[src/rtl/nfc_launch_pkg.sv]
// Shared offsets and bit positions for the NAND launch unit.
// Assumes a 4-bit register offset and 16-bit register data.
package nfc_launch_pkg;
    localparam int NUM_OPS = 6;
    localparam int CS_W    = 2;

    // Register offsets
    localparam logic [3:0] RA_CMD  = 4'd0;
    localparam logic [3:0] RA_ADDR = 4'd1;
    localparam logic [3:0] RA_BUF  = 4'd2;
    localparam logic [3:0] RA_CFGA = 4'd3;
    localparam logic [3:0] RA_CFGB = 4'd4;
    localparam logic [3:0] RA_LAT  = 4'd5;
    localparam logic [3:0] RA_RES0 = 4'd6;

    // Launch bit positions (one-hot)
    localparam int OP_CMD  = 0;
    localparam int OP_ADDR = 1;
    localparam int OP_DIN  = 2;
    localparam int OP_DOUT = 3;
    localparam int OP_ID   = 4;
    localparam int OP_STAT = 5;

    // Field positions
    localparam int CFGA_WIDE_BIT = 0;
    localparam int CFGA_MASK_BIT = 4;
    localparam int CFGB_ERR_BIT  = 14;
    localparam int CFGB_DONE_BIT = 15;
    localparam int BUF_CS_LSB    = 4;
endpackage

[src/rtl/nfc_regs.sv]
// Software-written configuration registers: command, address, buffer
// selection, bus width / interrupt mask, and operation latency.
// Assumes BUF_IDX_W <= 4 and LAT_W <= DATA_W.
module nfc_regs
    import nfc_launch_pkg::*;
#(
    parameter int DATA_W    = 16,
    parameter int LAT_W     = 8,
    parameter int BUF_IDX_W = 2,
    parameter int DEF_LAT   = 4
) (
    input  logic                 clk,
    input  logic                 rst_n,
    input  logic                 we,
    input  logic [3:0]           addr,
    input  logic [DATA_W-1:0]    wdata,
    output logic [DATA_W-1:0]    cmd_q,
    output logic [DATA_W-1:0]    addr_q,
    output logic [BUF_IDX_W-1:0] buf_idx_q,
    output logic [CS_W-1:0]      cs_q,
    output logic                 wide_q,
    output logic                 mask_q,
    output logic [LAT_W-1:0]     lat_q
);
    // Register updates on software writes
    always_ff @(posedge clk) begin
        if (!rst_n) begin
            cmd_q     <= '0;
            addr_q    <= '0;
            buf_idx_q <= '0;
            cs_q      <= '0;
            wide_q    <= 1'b0;
            mask_q    <= 1'b1;
            lat_q     <= LAT_W'(DEF_LAT);
        end else if (we) begin
            case (addr)
                RA_CMD:  cmd_q  <= wdata;
                RA_ADDR: addr_q <= wdata;
                RA_BUF: begin
                    buf_idx_q <= wdata[BUF_IDX_W-1:0];
                    cs_q      <= wdata[BUF_CS_LSB +: CS_W];
                end
                RA_CFGA: begin
                    wide_q <= wdata[CFGA_WIDE_BIT];
                    mask_q <= wdata[CFGA_MASK_BIT];
                end
                RA_LAT:  lat_q  <= wdata[LAT_W-1:0];
                default: ;
            endcase
        end
    end
endmodule

[src/rtl/nfc_launch.sv]
// Launch validation and busy counter. Accepts a single one-hot launch
// while idle, runs it for max(lat,1) cycles, then sets a sticky
// completion flag. Refused launches set a sticky error flag.
// Assumes the launch strobe comes from a register write to the
// second configuration register.
module nfc_launch
    import nfc_launch_pkg::*;
#(
    parameter int LAT_W     = 8,
    parameter int BUF_IDX_W = 2
) (
    input  logic                 clk,
    input  logic                 rst_n,
    input  logic                 cfgb_we,
    input  logic [NUM_OPS-1:0]   req,
    input  logic                 keep_done,
    input  logic                 keep_err,
    input  logic [LAT_W-1:0]     lat,
    input  logic [BUF_IDX_W-1:0] buf_idx,
    input  logic [CS_W-1:0]      cs,
    output logic [NUM_OPS-1:0]   op_q,
    output logic                 busy,
    output logic                 fin,
    output logic                 done_q,
    output logic                 err_q,
    output logic [BUF_IDX_W-1:0] cur_buf_q,
    output logic [CS_W-1:0]      cur_cs_q
);
    logic [LAT_W-1:0] cnt_q;
    logic [LAT_W-1:0] lat_eff;
    logic             single;
    logic             accept;
    logic             reject;

    // Decode launch request and effective latency
    always_comb begin
        single  = (req != '0) && ((req & (req - NUM_OPS'(1))) == '0);
        accept  = cfgb_we && single && !busy;
        reject  = cfgb_we && (req != '0) && !accept;
        lat_eff = (lat == '0) ? LAT_W'(1) : lat;
    end

    assign busy = (op_q != '0);
    assign fin  = busy && (cnt_q == LAT_W'(1));

    // Active operation, counter and latched selection
    always_ff @(posedge clk) begin
        if (!rst_n) begin
            op_q      <= '0;
            cnt_q     <= '0;
            cur_buf_q <= '0;
            cur_cs_q  <= '0;
        end else if (accept) begin
            op_q      <= req;
            cnt_q     <= lat_eff;
            cur_buf_q <= buf_idx;
            cur_cs_q  <= cs;
        end else if (fin) begin
            op_q  <= '0;
            cnt_q <= '0;
        end else if (busy) begin
            cnt_q <= cnt_q - LAT_W'(1);
        end
    end

    // Sticky completion flag: completion wins over a clearing write
    always_ff @(posedge clk) begin
        if (!rst_n)                      done_q <= 1'b0;
        else if (fin)                    done_q <= 1'b1;
        else if (cfgb_we && !keep_done)  done_q <= 1'b0;
    end

    // Sticky error flag for refused launches
    always_ff @(posedge clk) begin
        if (!rst_n)                     err_q <= 1'b0;
        else if (reject)                err_q <= 1'b1;
        else if (cfgb_we && !keep_err)  err_q <= 1'b0;
    end
endmodule

[src/rtl/nfc_result.sv]
// Result buffer standing in for the first halfwords of main buffer 0.
// A status read fills halfword 0; an ID read fills all bytes, taking
// every other raw lane on a 16-bit bus. Assumes ID_BYTES >= 2.
module nfc_result #(
    parameter int ID_BYTES = 6,
    parameter int RAW_B    = 2 * ID_BYTES - 1
) (
    input  logic                  clk,
    input  logic                  rst_n,
    input  logic                  fin_id,
    input  logic                  fin_stat,
    input  logic                  wide,
    input  logic [15:0]           status,
    input  logic [8*RAW_B-1:0]    raw,
    output logic [8*ID_BYTES-1:0] res
);
    for (genvar k = 0; k < ID_BYTES; k++) begin : g_byte
        logic [7:0] pick;
        // Lane selection by bus width
        always_comb pick = wide ? raw[8*(2*k) +: 8] : raw[8*k +: 8];

        if (k < 2) begin : g_stat
            // Byte shared by status and ID results
            always_ff @(posedge clk) begin
                if (!rst_n)        res[8*k +: 8] <= '0;
                else if (fin_id)   res[8*k +: 8] <= pick;
                else if (fin_stat) res[8*k +: 8] <= status[8*k +: 8];
            end
        end else begin : g_id
            // Byte written only by ID results
            always_ff @(posedge clk) begin
                if (!rst_n)      res[8*k +: 8] <= '0;
                else if (fin_id) res[8*k +: 8] <= pick;
            end
        end
    end
endmodule

[src/rtl/nfc_launch_ctrl.sv]
// Top of the NAND launch unit: register file, launch/busy engine,
// result buffer and read-back multiplexer. Assumes 16-bit data.
module nfc_launch_ctrl
    import nfc_launch_pkg::*;
#(
    parameter int LAT_W     = 8,
    parameter int BUF_IDX_W = 2,
    parameter int DEF_LAT   = 4,
    parameter int ID_BYTES  = 6
) (
    input  logic                       clk,
    input  logic                       rst_n,
    input  logic                       reg_we,
    input  logic [3:0]                 reg_addr,
    input  logic [15:0]                reg_wdata,
    output logic [15:0]                reg_rdata,
    input  logic [15:0]                dev_status_i,
    input  logic [8*(2*ID_BYTES-1)-1:0] dev_id_i,
    output logic [15:0]                cmd_o,
    output logic [15:0]                addr_o,
    output logic [NUM_OPS-1:0]         op_o,
    output logic                       busy_o,
    output logic [CS_W-1:0]            cur_cs_o,
    output logic [BUF_IDX_W-1:0]       cur_buf_o,
    output logic                       irq_o
);
    localparam int DATA_W = 16;
    localparam int RES_HW = (ID_BYTES + 1) / 2;

    logic [BUF_IDX_W-1:0]   buf_idx_q;
    logic [CS_W-1:0]        cs_q;
    logic                   wide_q;
    logic                   mask_q;
    logic [LAT_W-1:0]       lat_q;
    logic                   fin;
    logic                   done_q;
    logic                   err_q;
    logic                   cfgb_we;
    logic [8*ID_BYTES-1:0]  res;
    logic [16*RES_HW-1:0]   res_pad;

    assign cfgb_we = reg_we && (reg_addr == RA_CFGB);

    nfc_regs #(
        .DATA_W(DATA_W), .LAT_W(LAT_W), .BUF_IDX_W(BUF_IDX_W), .DEF_LAT(DEF_LAT)
    ) u_regs (
        .clk(clk), .rst_n(rst_n), .we(reg_we), .addr(reg_addr), .wdata(reg_wdata),
        .cmd_q(cmd_o), .addr_q(addr_o), .buf_idx_q(buf_idx_q), .cs_q(cs_q),
        .wide_q(wide_q), .mask_q(mask_q), .lat_q(lat_q)
    );

    nfc_launch #(
        .LAT_W(LAT_W), .BUF_IDX_W(BUF_IDX_W)
    ) u_launch (
        .clk(clk), .rst_n(rst_n), .cfgb_we(cfgb_we),
        .req(reg_wdata[NUM_OPS-1:0]),
        .keep_done(reg_wdata[CFGB_DONE_BIT]), .keep_err(reg_wdata[CFGB_ERR_BIT]),
        .lat(lat_q), .buf_idx(buf_idx_q), .cs(cs_q),
        .op_q(op_o), .busy(busy_o), .fin(fin), .done_q(done_q), .err_q(err_q),
        .cur_buf_q(cur_buf_o), .cur_cs_q(cur_cs_o)
    );

    nfc_result #(
        .ID_BYTES(ID_BYTES)
    ) u_result (
        .clk(clk), .rst_n(rst_n),
        .fin_id(fin && op_o[OP_ID]), .fin_stat(fin && op_o[OP_STAT]),
        .wide(wide_q), .status(dev_status_i), .raw(dev_id_i), .res(res)
    );

    assign res_pad = (16*RES_HW)'(res);

    // Interrupt gating by the mask bit
    assign irq_o = done_q && !mask_q;

    // Read-back multiplexer
    always_comb begin
        reg_rdata = '0;
        case (reg_addr)
            RA_CMD:  reg_rdata = cmd_o;
            RA_ADDR: reg_rdata = addr_o;
            RA_BUF: begin
                reg_rdata[BUF_IDX_W-1:0]        = buf_idx_q;
                reg_rdata[BUF_CS_LSB +: CS_W]   = cs_q;
            end
            RA_CFGA: begin
                reg_rdata[CFGA_WIDE_BIT] = wide_q;
                reg_rdata[CFGA_MASK_BIT] = mask_q;
            end
            RA_CFGB: begin
                reg_rdata[NUM_OPS-1:0]   = op_o;
                reg_rdata[CFGB_ERR_BIT]  = err_q;
                reg_rdata[CFGB_DONE_BIT] = done_q;
            end
            RA_LAT:  reg_rdata = DATA_W'(lat_q);
            default: begin
                for (int h = 0; h < RES_HW; h++)
                    if (reg_addr == 4'(RA_RES0 + h)) reg_rdata = res_pad[16*h +: 16];
            end
        endcase
    end
endmodule

[config.mk]
export PLATFORM = sky130hd
export DESIGN_NAME = nfc_launch_ctrl
export DESIGN_NICKNAME = d
export VERILOG_FILES = /design/src/rtl/nfc_launch_pkg.sv /design/src/rtl/nfc_regs.sv /design/src/rtl/nfc_launch.sv /design/src/rtl/nfc_result.sv /design/src/rtl/nfc_launch_ctrl.sv
export SDC_FILE = /design/constraint.sdc
export NUM_CORES = 1
export LEC_CHECK = 0
export ABC_AREA = 1
export BUFFER_PORTS_ARGS = -buffer_cell sky130_fd_sc_hd__buf_4
export CAP_MARGIN = 15
export CELL_PAD_IN_SITES_DETAIL_PLACEMENT = 2
export CELL_PAD_IN_SITES_GLOBAL_PLACEMENT = 2
export CORE_MARGIN = 1
export CORE_UTILIZATION = 30
export CTS_BUF_LIST = sky130_fd_sc_hd__clkbuf_4 sky130_fd_sc_hd__clkbuf_8
export DETAILED_ROUTE_END_ITERATION = 7
export PLACE_DENSITY = 0.92
export SYNTH_ARGS = -nofsm -noshare
export SYNTH_HDL_FRONTEND = slang
export SYNTH_SLANG_ARGS = --single-unit
[constraint.sdc]
create_clock -name clk -period 4.8 [get_ports clk]
set_clock_uncertainty 0.2 [all_clocks]
set_input_delay 0.24 -clock clk [delete_from_list [all_inputs] [get_ports clk]]
set_output_delay 0.24 -clock clk [all_outputs]
set_load 0.02 [all_outputs]
==> impl_metrics.env, run 1 <==
export IMPL_clkPwrFrac_pct=46.5
export IMPL_utilization_pct=44.8
export IMPL_min_period_ns=3.28
export IMPL_grt_overflow_total=0
export IMPL_synth_seq_cells=114
export IMPL_cts_max_level=4
export IMPL_wl_per_cell_um=26.3
export IMPL_sw_frac_of_total_pct=27.7
export IMPL_rsz0062_at_grt="false"
export IMPL_grt_total_usage_pct=36.0
export IMPL_numPortBuffers=170
export IMPL_worstPathMaxFanout=50
export IMPL_place_congestion=0.814
export IMPL_tightest_slew_ns=1.08
export IMPL_violations="hold timing"
export IMPL_outcome="finished with violations"
export IMPL_switching_power_uw=645
export IMPL_maxCapViolCount=0
export IMPL_synth_nets=995
export IMPL_busiest_layer="met2"
export IMPL_drive_above_1_share_pct=23.0
export IMPL_grtUsageMet3_pct=6.73
export IMPL_grt_max_degree=83
export IMPL_startpoint_type="flip-flop"
export IMPL_setup_viol=0
export IMPL_clock_latency_ns=0.48
export IMPL_syn_area_mm2=0.00591
export IMPL_io_pins=187
export IMPL_clockBufferDepth=2
export IMPL_initial_utilization_pct=31.1
export IMPL_first_global_vias=8421
export IMPL_combPwrFrac_pct=12.2
export IMPL_mostFrequentLayoutCell="nand2_1"
export IMPL_critPathSlowestCell="inv_2"
export IMPL_p_seq_share_pct=41.3
export IMPL_synth_seq_area_share_pct=38.6
export IMPL_core_rowCount=50
export IMPL_synth_warnings=0
export IMPL_ant_nets=0
export IMPL_synth_top_area_share_pct=38.6
export IMPL_relSlewSlack_pct=27.9
export IMPL_hold_viol_final=2
export IMPL_synthCells=866
export IMPL_leakagePower_nw=3.77
export IMPL_setup_worst_path_start="u_launch.op_q[0]"
export IMPL_wl_um=35800
export IMPL_power_total_mw=2.33
export IMPL_avgSynthCellArea_um2=6.83
export IMPL_cts_sinks=114
export IMPL_die_w_um=142
export IMPL_rr_startpoint="u_launch.op_q[0]"
export IMPL_cts_buffers=17
export IMPL_drt_iter0_markers=549
export IMPL_synth_top_cells_by_area="dfxtp_1 (39%), nand2_1 (14%), a21oi_1 (9.2%)"
export IMPL_fmax_ghz=0.305
export IMPL_drv_slew=0
export IMPL_intPower_mw=1.69
export IMPL_finalSetupTns_ns=0
export IMPL_die_h_um=142
export IMPL_cp_data_arrival_time_ns=3.51
export IMPL_critical_path_endpoint="u_result.res[8]"
export IMPL_ys_types=36
export IMPL_r2r_setup_slack_ns=1.52
export IMPL_clockRootBuffer="clkbuf_8"
export IMPL_met1_usage_pct=39.1
export IMPL_core_area_mm2=0.0190
export IMPL_fin_nets=1218
export IMPL_layout_common_cells="nand2_1 (219), buf_4 (174), inv_1 (116)"
export IMPL_end_kind="flip-flop"
export IMPL_r2r_end="u_result.res[8]"
export IMPL_slowest_delay_ns=0.64
export IMPL_p_per_area_mw_per_mm2=273
export IMPL_syn_to_final_growth_pct=44.3
export IMPL_path_common_cell="nand2_1"
export IMPL_antenna_found_initial=1
export IMPL_hp_class="input port to flip-flop"
export IMPL_dp_final_hpwl_um=18400
export IMPL_reg2regPathDepth=12
export IMPL_drt_pass1_iterations=5
export IMPL_dieArea_mm2=0.0203
export IMPL_required_ns=5.03
export IMPL_post_route_period_util_pct=68.3
export IMPL_yosys_area_top_type="dfxtp_1"
export IMPL_cp_cell_sequence="nor2_1 > nand2_1 > nor2_4 > inv_2 > nand2_4 > nor2_4 > inv_2 > nand2_1 > nand3_2 > dlygate4sd3_1 > nand2_1 > inv_1"
export IMPL_drc_errors=0
export IMPL_vias=7522
export IMPL_grt_pass1_wl_um=53300
export IMPL_gr_usage_met2_pct=65.0
export IMPL_tritoncts="done"
export IMPL_vdd_ir_drop_max_v=0.000194
export IMPL_critical_path_class="flip-flop to flip-flop"
export IMPL_timing_hold_ws_ns=-0.0163
export IMPL_vias_per_cell=5.52
export IMPL_clk_pin_slew_ns=0.08
-- Yosys cell counts, drive strengths merged --
master	number
o211ai	3
ha	2
nand4	4
a21oi	109
nand3b	1
nor2	35
o21bai	1
nand3	64
o221ai	6
o21ai	66
o211a	15
o22ai	25
inv	123
clkinv	3
xor2	4
buf	15
dfxtp	114
nor3	3
nand2	236
clkbuf	32
o2111ai	2
a221oi	3
-- metal layers --
layer,part of all wire (%),up-vias
li1,-,3266
met4,5.1,0
met1,39,3795
met2,51,351
met3,5.1,110
met5,0,-
-- area by class of cell --
cell class                      count  area, um^2
Tap cell                          260         325
Clock inverter                     10         156
Timing Repair Buffer              251        2100
Fill cell                        2221       10500
Antenna cell                        1        2.50
Inverter                          126         474
Clock buffer                       21         283
Sequential cell                   114        2280
Multi-Input combinational cell    579        2910
-- power by group through the flow --
stage / logic, mW / clock network [mW] / registers (mW)
2_1_floorplan: 0.0886 / 0 / 0.988
3_3_place_gp: 0.212 / 0 / 0.982
3_5_place_dp: 0.222 / 0 / 0.983
4_1_cts: 0.262 / 1.05 / 0.961
5_1_grt: 0.299 / 1.11 / 0.962
6_report: 0.285 / 1.08 / 0.962
-- sequential cells by signal (all words and copies together), names as in the netlist --
register	flops
u_launch.cnt_q	8
u_launch.cur_buf_q	2
u_launch.cur_cs_q	2
u_launch.done_q	1
u_launch.err_q	1
u_launch.op_q	6
u_regs.addr_q	16
u_regs.buf_idx_q	2
u_regs.cmd_q	16
u_regs.cs_q	2
u_regs.lat_q	8
u_regs.mask_q	1
u_regs.wide_q	1
u_result.res	48
-- how the worst min path moves through the flow --
stage                     cells past startpoint                to              from
final                                         4  u_result.res[33]      dev_id_i[33]
after global routing                          4  u_result.res[37]      dev_id_i[37]
after CTS                                     4  u_result.res[37]      dev_id_i[37]
after detailed placement                      2  u_result.res[22]  u_result.res[22]
after global placement                        2  u_result.res[27]  u_result.res[27]
after floorplan                               2   u_regs.lat_q[2]      reg_wdata[2]
-- cell families (layout without fill, tap and decap cells) --
logic type                 after synthesis  count (layout)  share of synthesized area (%)
DFF                                    114             114                           38.6
AOI/OAI and AO/OA                      230             230                           22.1
xor gates and xnor gates                 4               4                          0.593
adders and majority gates                2               2                          0.423
other                                    0               1                              0
and+or+nand+nor                        343             343                           26.1
buffers and inverters                  173             408                           12.2
-- stage by stage --
stage	hold WS (ns)	instance area (um^2)	setup slack [ns]	instances
floorplan	0.166	5910	2.98	866
global placement	0.242	7300	2.09	1253
detailed placement	0.252	7300	1.91	1253
CTS	0.00140	8490	1.77	1359
global route	0.00947	8530	1.40	1362
finish	-0.0163	8530	1.52	1362
-- worst max-delay path, delay by kind of cell (launching register included) --
family	cells	cell delay [ns]
AND/OR/NAND/NOR	8	1.22
flip-flops	1	0.38
buffers and inverters	4	1.41
-- what timing repair did --
| action | CTS | global route |
|---|---|---|
| hold endpoints to repair | 75 | 0 |
| hold buffers | 75 | 0 |
| setup buffers | 0 | 0 |
| resized for setup | 0 | 0 |
No activity file was read; power rests on OpenSTA's default activity.
==> run 2: changes to the inputs <==
--- a/config.mk
+++ b/config.mk
@@ -5,7 +5,7 @@
 export SDC_FILE = /design/constraint.sdc
 export NUM_CORES = 1
 export LEC_CHECK = 0
-export ABC_AREA = 1
+export ABC_AREA = 0
 export BUFFER_PORTS_ARGS = -buffer_cell sky130_fd_sc_hd__buf_4
 export CAP_MARGIN = 15
 export CELL_PAD_IN_SITES_DETAIL_PLACEMENT = 2
@@ -14,7 +14,7 @@
 export CORE_UTILIZATION = 30
 export CTS_BUF_LIST = sky130_fd_sc_hd__clkbuf_4 sky130_fd_sc_hd__clkbuf_8
 export DETAILED_ROUTE_END_ITERATION = 7
-export PLACE_DENSITY = 0.92
+export PLACE_DENSITY = 0.87
 export SYNTH_ARGS = -nofsm -noshare
 export SYNTH_HDL_FRONTEND = slang
 export SYNTH_SLANG_ARGS = --single-unit
==> constraint.sdc (replaced) <==
create_clock -name clk -period 3.1 [get_ports clk]
set_clock_uncertainty 0.2 [all_clocks]
set_input_delay 0.155 -clock clk [delete_from_list [all_inputs] [get_ports clk]]
set_output_delay 0.155 -clock clk [all_outputs]
set_load 0.02 [all_outputs]
==> run 2 against run 1 <==
  * Hold slack improved by 0.065 ns
  * Global-route usage decreased by 5.7 points
  * Die area increased by 0.27%
  * Critical path depth decreased by 5
  * Register-to-register slack got worse by 1.7 ns
  * Synthesized cell count decreased by 16%
  * The run ends with setup timing left
  * Area after synthesis increased by 0.28%
==> impl_metrics.env, run 2 <==
export IMPL_synthMuxAreaShare_pct=14.0
export IMPL_ys_types=56
export IMPL_vias_per_cell=5.51
export IMPL_dieArea_mm2=0.0203
export IMPL_numPortBuffers=170
export IMPL_synth_compound_area_share_pct=21.2
export IMPL_synthCells=728
export IMPL_core_area_mm2=0.0194
export IMPL_intPower_mw=2.67
export IMPL_yosysMostFrequentCell="nand2_1"
export IMPL_drive_above_1_share_pct=23.5
export IMPL_dp_cells=1116
export IMPL_io_pins=187
export IMPL_synth_top_family_by_area="compound AO/OA/AOI/OAI gates"
export IMPL_wl_um=30800
export IMPL_final_fill_count=2150
export IMPL_fin_nets=1111
export IMPL_vias=6940
export IMPL_clockBufferDepth=2
export IMPL_synth_adder_area_share_pct=0.422
export IMPL_hold_viol_final=0
export IMPL_post_place_ws_ns=0.640
export IMPL_p_seq_share_pct=41.7
export IMPL_clk_pin_slew_ns=0.08
export IMPL_ant_nets=0
export IMPL_critical_path_class="flip-flop to flip-flop"
export IMPL_grt_pass1_wl_um=45400
export IMPL_required_ns=3.19
export IMPL_drt_pass1_iterations=5
export IMPL_instances_no_fill=1259
export IMPL_synthFlopType="dfxtp_1"
export IMPL_synthTopCellsByCount="nand2_1 (131), dfxtp_1 (114), mux2i_1 (83)"
export IMPL_drt_iter0_markers=375
export IMPL_cts_sinks=114
export IMPL_synth_top_area_share_pct=38.5
export IMPL_synth_warnings=0
export IMPL_first_global_vias=7505
export IMPL_setup_slack_ns=-0.225
export IMPL_largest_register="u_result.res"
export IMPL_cts_buffers=17
export IMPL_die_h_um=143
export IMPL_route_top_layer_used="met4"
export IMPL_min_period_ns=3.32
export IMPL_end_kind="flip-flop"
export IMPL_vdd_ir_drop_max_v=0.000232
export IMPL_startpoint_type="flip-flop"
export IMPL_drc_errors=0
export IMPL_syn_to_final_growth_pct=51.2
export IMPL_synth_xor_area_share_pct=0.148
export IMPL_switching_power_uw=893
export IMPL_leakagePower_nw=3.35
export IMPL_synth_seq_cells=114
export IMPL_layout_common_cells="buf_4 (185), nand2_1 (131), dfxtp_1 (113)"
export IMPL_synth_edff_count=0
export IMPL_clockRootBuffer="clkbuf_8"
export IMPL_utilization_pct=46.2
export IMPL_power_total_mw=3.56
export IMPL_tritoncts="done"
export IMPL_grt_max_degree=89
export IMPL_combPwrFrac_pct=14.0
export IMPL_synth_top_cells_by_area="dfxtp_1 (38%), mux2i_1 (14%), nand2_1 (8.3%)"
export IMPL_violations="setup timing"
export IMPL_met2_length_um=16300
export IMPL_place_congestion=0.803
export IMPL_slowest_delay_ns=0.64
export IMPL_critPathSlowestCell="dlygate4sd3_1"
export IMPL_top_regs="u_result.res (48), u_regs.addr_q (16), u_regs.cmd_q (16)"
export IMPL_setup_viol=1
export IMPL_drt_met1_wl_um=11900
export IMPL_drv_slew=0
export IMPL_wl_per_cell_um=24.5
export IMPL_sw_frac_of_total_pct=25.1
export IMPL_cp_data_arrival_time_ns=3.41
export IMPL_grt_total_usage_pct=30.2
export IMPL_finalSetupTns_ns=-0.225
export IMPL_initial_utilization_pct=30.6
export IMPL_clkPwrFrac_pct=44.2
export IMPL_synth_nets=857
export IMPL_avgSynthCellArea_um2=8.14
export IMPL_outcome="finished with violations"
export IMPL_cp_cell_sequence="ha_1 > or3b_2 > nor3_4 > clkbuf_16 > mux2i_1 > dlygate4sd3_1 > a211oi_1"
export IMPL_post_route_period_util_pct=107
export IMPL_relSlewSlack_pct=33.3
export IMPL_syn_area_mm2=0.00593
export IMPL_tightest_slew_ns=1.00
export IMPL_maxCapViolCount=0
export IMPL_mostFrequentLayoutCell="buf_4"
export IMPL_worstPathMaxFanout=22
export IMPL_cts_max_level=4
export IMPL_synth_seq_area_share_pct=38.5
export IMPL_synthArstFlopShare_pct=0
export IMPL_fmax_ghz=0.301
export IMPL_hp_class="input port to flip-flop"
export IMPL_met3_length_um=1540
export IMPL_grt_overflow_total=0
export IMPL_largest_reg_flops=48
export IMPL_antenna_found_initial=3
export IMPL_p_per_area_mw_per_mm2=397
export IMPL_clock_latency_ns=0.45
export IMPL_core_rowCount=51
export IMPL_yosys_area_top_type="dfxtp_1"
export IMPL_die_w_um=143
export IMPL_dp_final_hpwl_um=17100
export IMPL_post_synth_and_or_nand_nor_area_fraction_pct=20.7
## run 2: changes by cell type after synthesis, sizes merged, moves of 41 or more
cell / change
mux2i: +83
a21oi: -47
a211oi: +46
nand3: -42
inv: -116
nand2: -105
o21ai: -41
## run 2: power by group through the flow
stage	Sequential [mW]	Clock [mW]	Combinational, mW
final	1.49	1.58	0.500
after global placement	1.52	0	0.358
after floorplan	1.52	0	0.163
after detailed placement	1.52	0	0.368
after global routing	1.49	1.65	0.527
after CTS	1.49	1.57	0.474
## run 2: path summary, 6_finish.rpt
path / start / end / slack (ns) / cells after the start
min: dev_id_i[24] / u_result.res[24] / 0.05 / 3
max reg2reg: u_launch.cnt_q[0] / u_result.res[6] / -0.22 / 7
max: u_launch.cnt_q[0] / u_result.res[6] / -0.22 / 7
min reg2reg: u_launch.cur_cs_q[1] / u_launch.cur_cs_q[1] / 0.26 / 2
## run 2: layout make-up
type / count / area, um^2 / area share (%)
sequential: 114 / 2280 / 25.5
clock buffer: 25 / 338 / 3.77
inverter: 7 / 26.3 / 0.293
multi-input combinational: 545 / 3350 / 37.4
antenna: 2 / 5.00 / 0.0559
tap: 265 / 332 / 3.70
clock inverter: 4 / 95.1 / 1.06
timing repair buffer: 297 / 2530 / 28.2
## run 2: cell families (layout without fill, tap and decap cells)
| group | count (synthesis) | count (layout) |
|---|---|---|
| fa+ha+maj | 2 | 2 |
| buf+inv | 69 | 333 |
| other cells | 0 | 2 |
| simple gates | 267 | 267 |
| compound gates | 192 | 192 |
| mux | 83 | 83 |
| xor+xnor | 1 | 1 |
| flops | 114 | 114 |
## run 2: metal layers
layer	vias to the layer above	global-route usage (%)
met5	-	0
met4	0	14.2
met3	60	5.62
met2	283	56.2
met1	3482	32.9
li1	3115	-
## run 2: metrics by stage
| stage | area (um^2) | hold WS [ns] |
|---|---|---|
| 2_1_floorplan | 5930 | 0.0910 |
| 3_3_place_gp | 7400 | 0.218 |
| 3_5_place_dp | 7400 | 0.228 |
| 4_1_cts | 8920 | 0.0304 |
| 5_1_grt | 8960 | 0.0453 |
| 6_report | 8960 | 0.0489 |
## run 2: what timing repair did
action	CTS	global route
endpoints found under the setup margin	0	10
hold buffers	109	0
resized for setup	0	1
hold endpoints to repair	112	0
setup buffers	0	1
## run 2: worst max-delay path, delay by kind of cell (launching register included)
family	cells	cell delay [ns]
DFF	1	0.39
adders and majority gates	1	0.18
buffers and inverters	2	0.89
and+or+nand+nor	2	0.83
AOI/OAI and AO/OA	1	0.55
muxes	1	0.10
